**config.mk**
```make
export PLATFORM = sky130hd
export DESIGN_NAME = wdt2_top
export DESIGN_NICKNAME = d
export VERILOG_FILES = /design/src/rtl/wdt2_pkg.sv /design/src/rtl/wdt2_keyseq.sv /design/src/rtl/wdt2_prescale.sv /design/src/rtl/wdt2_counter.sv /design/src/rtl/wdt2_top.sv
export SDC_FILE = /design/constraint.sdc
export NUM_CORES = 1
export LEC_CHECK = 0
export ABC_AREA = 0
export BUFFER_PORTS_ARGS = -buffer_cell sky130_fd_sc_hd__buf_4
export CORE_MARGIN = 2
export CORE_UTILIZATION = 25
export DETAILED_ROUTE_END_ITERATION = 10
export PLACE_DENSITY = 0.42
export SETUP_SLACK_MARGIN = 0.02
export SLEW_MARGIN = 30
export SYNTH_ARGS = -nofsm -noshare
export SYNTH_HDL_FRONTEND = slang
export SYNTH_HIERARCHICAL = 1
export SYNTH_SLANG_ARGS = --single-unit
```
**constraint.sdc**
```tcl
create_clock -name clk -period 4.3 [get_ports clk]
set_input_delay 0.86 -clock clk [delete_from_list [all_inputs] [get_ports clk]]
set_output_delay 0.86 -clock clk [all_outputs]
set_load 0.005 [all_outputs]
```
**src/rtl/wdt2_pkg.sv**
```systemverilog
package wdt2_pkg;

    typedef enum logic [2:0] {
        A_PRE1   = 3'd0,
        A_PRE2   = 3'd1,
        A_RELOAD = 3'd2,
        A_CFG    = 3'd3,
        A_CTRL   = 3'd4,
        A_COUNT  = 3'd5
    } wdt_addr_e;

    typedef enum logic [1:0] {
        K_IDLE = 2'd0,
        K_HALF = 2'd1,
        K_OPEN = 2'd2
    } key_state_e;

    typedef enum logic [1:0] {
        S_OFF    = 2'd0,
        S_FIRST  = 2'd1,
        S_SECOND = 2'd2
    } stage_e;

    localparam logic [7:0] KEY_FIRST  = 8'h80;
    localparam logic [7:0] KEY_SECOND = 8'h86;

    localparam int RELOAD_BIT = 8;
    localparam int FLAG_BIT   = 9;
    localparam int CFG_W      = 6;
    localparam int CFG_FAST   = 2;
    localparam int CFG_REBOOT = 5;
    localparam int CTRL_W     = 3;
    localparam int CTRL_LOCK  = 0;
    localparam int CTRL_EN    = 1;
    localparam int CTRL_FREE  = 2;

    localparam logic [1:0] IRQ_NONE = 2'b11;

endpackage

```
**src/rtl/wdt2_keyseq.sv**
```systemverilog
module wdt2_keyseq
    import wdt2_pkg::*;
(
    input  logic       clk,
    input  logic       rst_n,
    input  logic       wr_en,
    input  logic [2:0] wr_addr,
    input  logic [7:0] wr_byte,
    output logic       grant
);

    key_state_e st, st_nx;
    logic       key_wr;

    assign key_wr = wr_en && (wr_addr == A_RELOAD);

    always_ff @(posedge clk or negedge rst_n) begin
        if (!rst_n) st <= K_IDLE;
        else        st <= st_nx;
    end

    always_comb begin
        st_nx = st;
        unique case (st)
            K_IDLE: if (key_wr && wr_byte == KEY_FIRST) st_nx = K_HALF;
            K_HALF: if (wr_en) st_nx = (key_wr && wr_byte == KEY_SECOND) ? K_OPEN : K_IDLE;
            K_OPEN: if (wr_en) st_nx = K_IDLE;
            default: st_nx = K_IDLE;
        endcase
    end

    always_comb grant = (st == K_OPEN) && wr_en;

    assert_half_entry_R1: assert property (@(posedge clk) disable iff (!rst_n)
        (st == K_HALF && $past(st) != K_HALF) |-> $past(key_wr && wr_byte == KEY_FIRST));

    assert_open_entry_R1: assert property (@(posedge clk) disable iff (!rst_n)
        (st == K_OPEN && $past(st) != K_OPEN) |-> $past(st) == K_HALF);

    assert_single_grant_R2: assert property (@(posedge clk) disable iff (!rst_n)
        grant |=> st == K_IDLE);

endmodule

```
**src/rtl/wdt2_prescale.sv**
```systemverilog
module wdt2_prescale #(
    parameter int PRE_SHIFT = 15,
    parameter int ALT_SHIFT = 5
) (
    input  logic clk,
    input  logic rst_n,
    input  logic run,
    input  logic restart,
    input  logic fast,
    output logic tick
);

    localparam logic [PRE_SHIFT-1:0] SLOW_TERM = '1;
    localparam logic [PRE_SHIFT-1:0] FAST_TERM = PRE_SHIFT'((1 << ALT_SHIFT) - 1);

    logic [PRE_SHIFT-1:0] pc;
    logic [PRE_SHIFT-1:0] term;

    assign term = fast ? FAST_TERM : SLOW_TERM;
    assign tick = run && !restart && (pc == term);

    always_ff @(posedge clk or negedge rst_n) begin
        if (!rst_n)                     pc <= '0;
        else if (!run || restart || tick) pc <= '0;
        else                            pc <= pc + 1'b1;
    end

    assert_tick_gap_R4: assert property (@(posedge clk) disable iff (!rst_n)
        tick |=> !tick);

    assert_idle_clear_R4: assert property (@(posedge clk) disable iff (!rst_n)
        !run |=> pc == '0);

endmodule

```
**src/rtl/wdt2_counter.sv**
```systemverilog
module wdt2_counter
    import wdt2_pkg::*;
#(
    parameter int CNT_W = 20
) (
    input  logic             clk,
    input  logic             rst_n,
    input  logic             run,
    input  logic             restart,
    input  logic             tick,
    input  logic [CNT_W-1:0] pre1,
    input  logic [CNT_W-1:0] pre2,
    output logic [CNT_W-1:0] cnt,
    output logic             exp1,
    output logic             exp2
);

    stage_e           st, st_nx;
    logic [CNT_W-1:0] cnt_nx;
    logic             at_zero;

    assign at_zero = (cnt == '0);

    always_ff @(posedge clk or negedge rst_n) begin
        if (!rst_n) begin
            st  <= S_OFF;
            cnt <= '1;
        end else begin
            st  <= st_nx;
            cnt <= cnt_nx;
        end
    end

    always_comb begin
        st_nx  = st;
        cnt_nx = cnt;
        if (!run) begin
            st_nx  = S_OFF;
            cnt_nx = pre1;
        end else if (restart || st == S_OFF) begin
            st_nx  = S_FIRST;
            cnt_nx = pre1;
        end else if (tick) begin
            if (!at_zero) begin
                cnt_nx = cnt - 1'b1;
            end else begin
                unique case (st)
                    S_FIRST: begin
                        st_nx  = S_SECOND;
                        cnt_nx = pre2;
                    end
                    S_SECOND: begin
                        st_nx  = S_FIRST;
                        cnt_nx = pre1;
                    end
                    default: st_nx = S_OFF;
                endcase
            end
        end
    end

    always_comb begin
        exp1 = (st == S_FIRST)  && tick && at_zero;
        exp2 = (st == S_SECOND) && tick && at_zero;
    end

    assert_restart_load_R3: assert property (@(posedge clk) disable iff (!rst_n)
        (run && restart) |=> (st == S_FIRST && cnt == $past(pre1)));

    assert_stage_swap_R5: assert property (@(posedge clk) disable iff (!rst_n)
        exp1 |=> (st == S_SECOND && cnt == $past(pre2)));

    assert_hold_between_R4: assert property (@(posedge clk) disable iff (!rst_n)
        (run && st != S_OFF && !tick && !restart) |=> $stable(cnt));

endmodule

```
**src/rtl/wdt2_top.sv**
```systemverilog
module wdt2_top
    import wdt2_pkg::*;
#(
    parameter int CNT_W     = 20,
    parameter int PRE_SHIFT = 15,
    parameter int ALT_SHIFT = 5
) (
    input  logic        clk,
    input  logic        rst_n,
    input  logic        por_n,
    input  logic        wr_en,
    input  logic [2:0]  wr_addr,
    input  logic [31:0] wr_data,
    input  logic [2:0]  rd_addr,
    output logic [31:0] rd_data,
    output logic        irq,
    output logic        rst_req
);

    logic              grant;
    logic [CNT_W-1:0]  pre1_q, pre2_q, cnt;
    logic [CFG_W-1:0]  cfg_q;
    logic [CTRL_W-1:0] ctrl_q;
    logic              flag_q, irq_q, rst_q;
    logic              run, restart, flag_clr, tick, exp1, exp2;
    logic              timeout_wd;
    logic              unused_hi;

    assign unused_hi = ^wr_data;

    wdt2_keyseq u_key (
        .clk     (clk),
        .rst_n   (rst_n),
        .wr_en   (wr_en),
        .wr_addr (wr_addr),
        .wr_byte (wr_data[7:0]),
        .grant   (grant)
    );

    assign run        = ctrl_q[CTRL_EN];
    assign restart    = grant && (wr_addr == A_RELOAD) && wr_data[RELOAD_BIT];
    assign flag_clr   = grant && (wr_addr == A_RELOAD) && wr_data[FLAG_BIT];
    assign timeout_wd = exp2 && !ctrl_q[CTRL_FREE];

    wdt2_prescale #(.PRE_SHIFT(PRE_SHIFT), .ALT_SHIFT(ALT_SHIFT)) u_pre (
        .clk     (clk),
        .rst_n   (rst_n),
        .run     (run),
        .restart (restart),
        .fast    (cfg_q[CFG_FAST]),
        .tick    (tick)
    );

    wdt2_counter #(.CNT_W(CNT_W)) u_cnt (
        .clk     (clk),
        .rst_n   (rst_n),
        .run     (run),
        .restart (restart),
        .tick    (tick),
        .pre1    (pre1_q),
        .pre2    (pre2_q),
        .cnt     (cnt),
        .exp1    (exp1),
        .exp2    (exp2)
    );

    always_ff @(posedge clk or negedge rst_n) begin
        if (!rst_n) begin
            pre1_q <= '1;
            pre2_q <= '1;
            cfg_q  <= '0;
            ctrl_q <= '0;
        end else begin
            if (grant && wr_addr == A_PRE1) pre1_q <= wr_data[CNT_W-1:0];
            if (grant && wr_addr == A_PRE2) pre2_q <= wr_data[CNT_W-1:0];
            if (wr_en && wr_addr == A_CFG)  cfg_q  <= wr_data[CFG_W-1:0];
            if (wr_en && wr_addr == A_CTRL && !ctrl_q[CTRL_LOCK])
                ctrl_q <= {wr_data[CTRL_FREE], wr_data[CTRL_EN] | wr_data[CTRL_LOCK],
                           wr_data[CTRL_LOCK]};
        end
    end

    always_ff @(posedge clk or negedge por_n) begin
        if (!por_n)          flag_q <= 1'b0;
        else if (timeout_wd) flag_q <= 1'b1;
        else if (flag_clr)   flag_q <= 1'b0;
    end

    always_ff @(posedge clk or negedge rst_n) begin
        if (!rst_n) begin
            irq_q <= 1'b0;
            rst_q <= 1'b0;
        end else begin
            irq_q <= exp1 && (cfg_q[1:0] != IRQ_NONE);
            rst_q <= rst_q || (timeout_wd && cfg_q[CFG_REBOOT]);
        end
    end

    always_comb begin
        irq     = irq_q;
        rst_req = rst_q;
        case (rd_addr)
            A_PRE1:   rd_data = 32'(pre1_q);
            A_PRE2:   rd_data = 32'(pre2_q);
            A_RELOAD: rd_data = 32'(flag_q) << FLAG_BIT;
            A_CFG:    rd_data = 32'(cfg_q);
            A_CTRL:   rd_data = 32'(ctrl_q);
            A_COUNT:  rd_data = 32'(cnt);
            default:  rd_data = '0;
        endcase
    end

    assert_unkeyed_pre1_R2: assert property (@(posedge clk) disable iff (!rst_n)
        (wr_en && !grant && wr_addr == A_PRE1) |=> $stable(pre1_q));

    assert_rstreq_sticky_R6: assert property (@(posedge clk) disable iff (!rst_n)
        rst_q |=> rst_q);

    assert_flag_set_R6: assert property (@(posedge clk) disable iff (!por_n || !rst_n)
        timeout_wd |=> flag_q);

    assert_free_quiet_R7: assert property (@(posedge clk) disable iff (!rst_n)
        (exp2 && ctrl_q[CTRL_FREE]) |=> rst_q == $past(rst_q));

    assert_lock_holds_R8: assert property (@(posedge clk) disable iff (!rst_n)
        ctrl_q[CTRL_LOCK] |=> (ctrl_q[CTRL_LOCK] && ctrl_q[CTRL_EN]));

    assert_flag_survives_R9: assert property (@(posedge clk) disable iff (!por_n)
        !rst_n |=> flag_q == $past(flag_q));

endmodule

```
==> metrics.md <==
| Metric | Value |
|---|---|
| Clk_lat worst skew | `360 ps` |
| Initial DRC count | `311` |
| Critical path class | `input port to primary output` |
| Final clock skew | `9.34 ps` |
| Maxcap violations | `0` |
| Yosys warns | `6` |
| Inserted Diodes | `0` |
| Ys async rst share | `100%` |
| Routed WL | `17300 um` |
| Ys flop type | `dfstp_2` |
| Port buffer count | `51` |
| Worst endpoint required time | `3440 ps` |
| Largest net degree at the start of global routing | `37` |
| Hold buffers post-CTS | `0` |
| RSZ-0062 raised after global routing | `no` |
| Die Span X | `155 um` |
| Startpoint types | `input port` |
| Endpoint class of the critical path | `primary output` |
| Initial Utilization | `25.3%` |
| Initial antenna violation count | `0` |
| GPL Wtd Cong | `0.838` |
| CTS H-tree lvls | `3` |
| Yosys cell types | `80` |
| Clock-pin slew on the worst setup and hold paths | `70 ps` |
| Global-route wire length before repair | `27500 um` |
| CTS tree | `done` |
| Synth Cell Area | `0.00572 sq mm` |
| Min Tclk post-route | `3270 ps` |
| CTS buffer count | `9` |
| Share of power burned in registers | `41.6%` |
| DRT antenna net count | `0` |
| Yosys reg bits | `91` |
| Final Hold Fails | `0` |
| Switching share of power | `35.6%` |
| Reported net switching power | `0.00103 W` |
| Internal power | `0.00187 W` |
| Cell with the most instances after synthesis | `dfstp_2` |
| Post-Place Cells | `870` |
| Post-DR vias/cell | `5.13` |
| CTS Root Cell | `clkbuf_16` |
| Most common library cells after synthesis | `dfstp_2, nand2_1, mux2_2, dfrtp_1, nor3_1` |
| Number of flops mapped to enable cells by yosys | `0` |
| DRT Pass-1 Iters | `5` |
| Nets | `641` |
| Status | `finished, final reports clean` |
| Layout cells sized above 1 | `34.1%` |
| Crit path largest cell delay | `490 ps` |
| Setup TNS | `0 ps` |
| Routed len/inst | `19.6 um` |
| Hold WS | `277 ps` |
| Final Non-Filler Cells | `886` |
| Area grow syn2layout | `16.0%` |
| Area contributors post-synth | `dfstp_2, dfrtp_1, mux2_2, mux2_1, mux2i_1` |
| Gate power share | `29.8%` |
| CP most frequent cell | `buf_4` |
| Grt total ovfl | `0` |
| Max VDD drop | `0.211 mV` |
| Row Count | `55` |
| Die area | `0.0241 sq mm` |
| Core area | `0.0226 sq mm` |
| Clock tree buffer depth | `2` |
| Post-route clock period utilization | `76.1%` |
| Cell Chain, Critical Path | `buf_4, and2_1, a22oi_1, o22ai_1, buf_4` |
| Slew headroom | `34.3%` |
| Worst path bufs/invs | `2` |
| CP Max Fanout | `33` |
| Setup violations, final | `0` |
| Pwr dens | `437 mW/mm^2` |
| P_leak | `2.62 nW` |
| Hpwl dp | `12000 um` |
| # DRC | `0` |
| Clock sink count | `91` |
| DR vias | `4544` |
| Syn_area_per_cell | `10.3 sq um` |
| Worst path arrival time | `2410 ps` |
| Worst path top cell family by delay | `buffers and inverters` |
| Fmax | `0.305 GHz` |
| Synth area leader | `dfstp_2` |
| Slowest-stage cell, CP | `and2_1` |
| Slew @ Worst Pin | `981 ps` |
| Cts repair resizes | `0` |
| Cell count after synthesis | `557` |
| Die Y-Extent | `155 um` |
| Worst hold-check path type | `input port to asynchronous set/reset pin` |
| Synth top area share | `27.6%` |
| Clock power share | `28.6%` |
| Setup repair bufs after CTS | `0` |
| Max-slew violations | `0` |
| Vias in the first global route | `4674` |
| Total GRT Usage | `14.7%` |
| I/O Pins | `76` |
| Sequential share of the synthesized area | `41.1%` |
flip-flops by register name, indices dropped and copies added (netlist names):
| register | cells |
|---|---|
| rst_req | 1 |
| u_cnt/cnt | 20 |
| u_key/st | 2 |
| ctrl_q | 3 |
| pre2_q | 20 |
| cfg_q | 6 |
| u_pre/pc | 15 |
| pre1_q | 20 |
| flag_q | 1 |
| irq | 1 |
| u_cnt/st | 2 |
per-layer routing:
layer  up-vias  wire length (um)  share of wire, %  GRT usage [%]
met5         -                 0                 0              0
met4         0               262               1.5           4.41
met3        19               647               3.7           2.87
met2        95              8540                49           24.8
met1      2292              7890                46           19.1
li1       2138                 -                 -              -
power groups by stage:
stage	registers, W	logic [W]	clock network (W)
after detailed placement	0.00122	0.000855	0
after global placement	0.00122	0.000842	0
after CTS	0.00121	0.000860	0.000854
after global routing	0.00123	0.000938	0.000888
after floorplan	0.00115	0.000622	0
final	0.00120	0.000864	0.000830
worst register-to-register path, delay by kind of cell, from the launching register on:
| kind | cells | cell delay [ps] |
|---|---|---|
| buffers and inverters | 1 | 210 |
| AOI/OAI and AO/OA | 3 | 970 |
| DFF | 1 | 410 |
| and+or+nand+nor | 6 | 1500 |
cell families after synthesis:
logic type                 share of synthesized area (%)
and+or+nand+nor                                     20.4
xor gates and xnor gates                            3.52
muxes                                               13.6
adders and majority gates                          0.656
DFF                                                 41.1
other                                             0.0656
AOI/OAI and AO/OA                                   15.0
buffers and inverters                               5.62
placed cells by master (no fill, tap or decap), types with 7 or more instances in the layout:
| cell type | Yosys | layout |
|---|---|---|
| a21oi_1 | 19 | 19 |
| clkbuf_16 | 0 | 9 |
| dfrtp_1 | 31 | 31 |
| mux2_1 | 21 | 21 |
| o21ai_0 | 16 | 16 |
| or2_2 | 12 | 12 |
| nor2b_1 | 7 | 7 |
| dfstp_2 | 60 | 60 |
| inv_1 | 12 | 12 |
| mux2_2 | 33 | 33 |
| a32oi_1 | 8 | 8 |
| xnor2_1 | 13 | 13 |
| nand3_1 | 17 | 17 |
| xor2_1 | 10 | 10 |
| o22ai_1 | 7 | 7 |
| nor2_1 | 22 | 21 |
| buf_4 | 16 | 63 |
| nor3_1 | 24 | 24 |
| nand4_1 | 15 | 15 |
| conb_1 | 1 | 12 |
| nand2_1 | 42 | 42 |
| mux2i_1 | 17 | 17 |
per-stage QoR:
stage	setup slack, ps	util, %	total power (W)	area, sq um
5_1_grt	912	29.4	0.00306	6640
3_5_place_dp	841	28.0	0.00207	6330
2_1_floorplan	1550	-	0.00178	5760
6_report	1030	29.4	0.00290	6640
4_1_cts	1030	29.4	0.00292	6640
3_3_place_gp	881	28.0	0.00206	6330
layout make-up:
type | instances | area (sq um)
Tap cell | 285 | 357
Timing Repair Buffer | 63 | 473
Clock buffer | 12 | 256
Fill cell | 2362 | 15900
Multi-Input combinational cell | 419 | 3100
Sequential cell | 91 | 2350
Clock inverter | 4 | 48.8
Inverter | 12 | 45.0
path summary, 6_finish.rpt:
| check | from | to | slack, ps | depth (start not counted) |
|---|---|---|---|---|
| max | rd_addr[0] | rd_data[9] | 1030 | 5 |
| min | por_n | flag_q$_DFFE_PN0P_ | 280 | 1 |
| max reg2reg | u_key/st[0]$_DFFE_PN0P_ | u_cnt/cnt[4]$_DFFE_PN1P_ | 1150 | 10 |
| min reg2reg | rst_req$_DFF_PN0_ | rst_req$_DFF_PN0_ | 470 | 1 |
| max in group asynchronous | rst_n | pre1_q[12]$_DFFE_PN1P_ | 2980 | 2 |
| min in group clk | rst_req$_DFF_PN0_ | rst_req$_DFF_PN0_ | 470 | 1 |
Power figures use the tool's default switching activity.
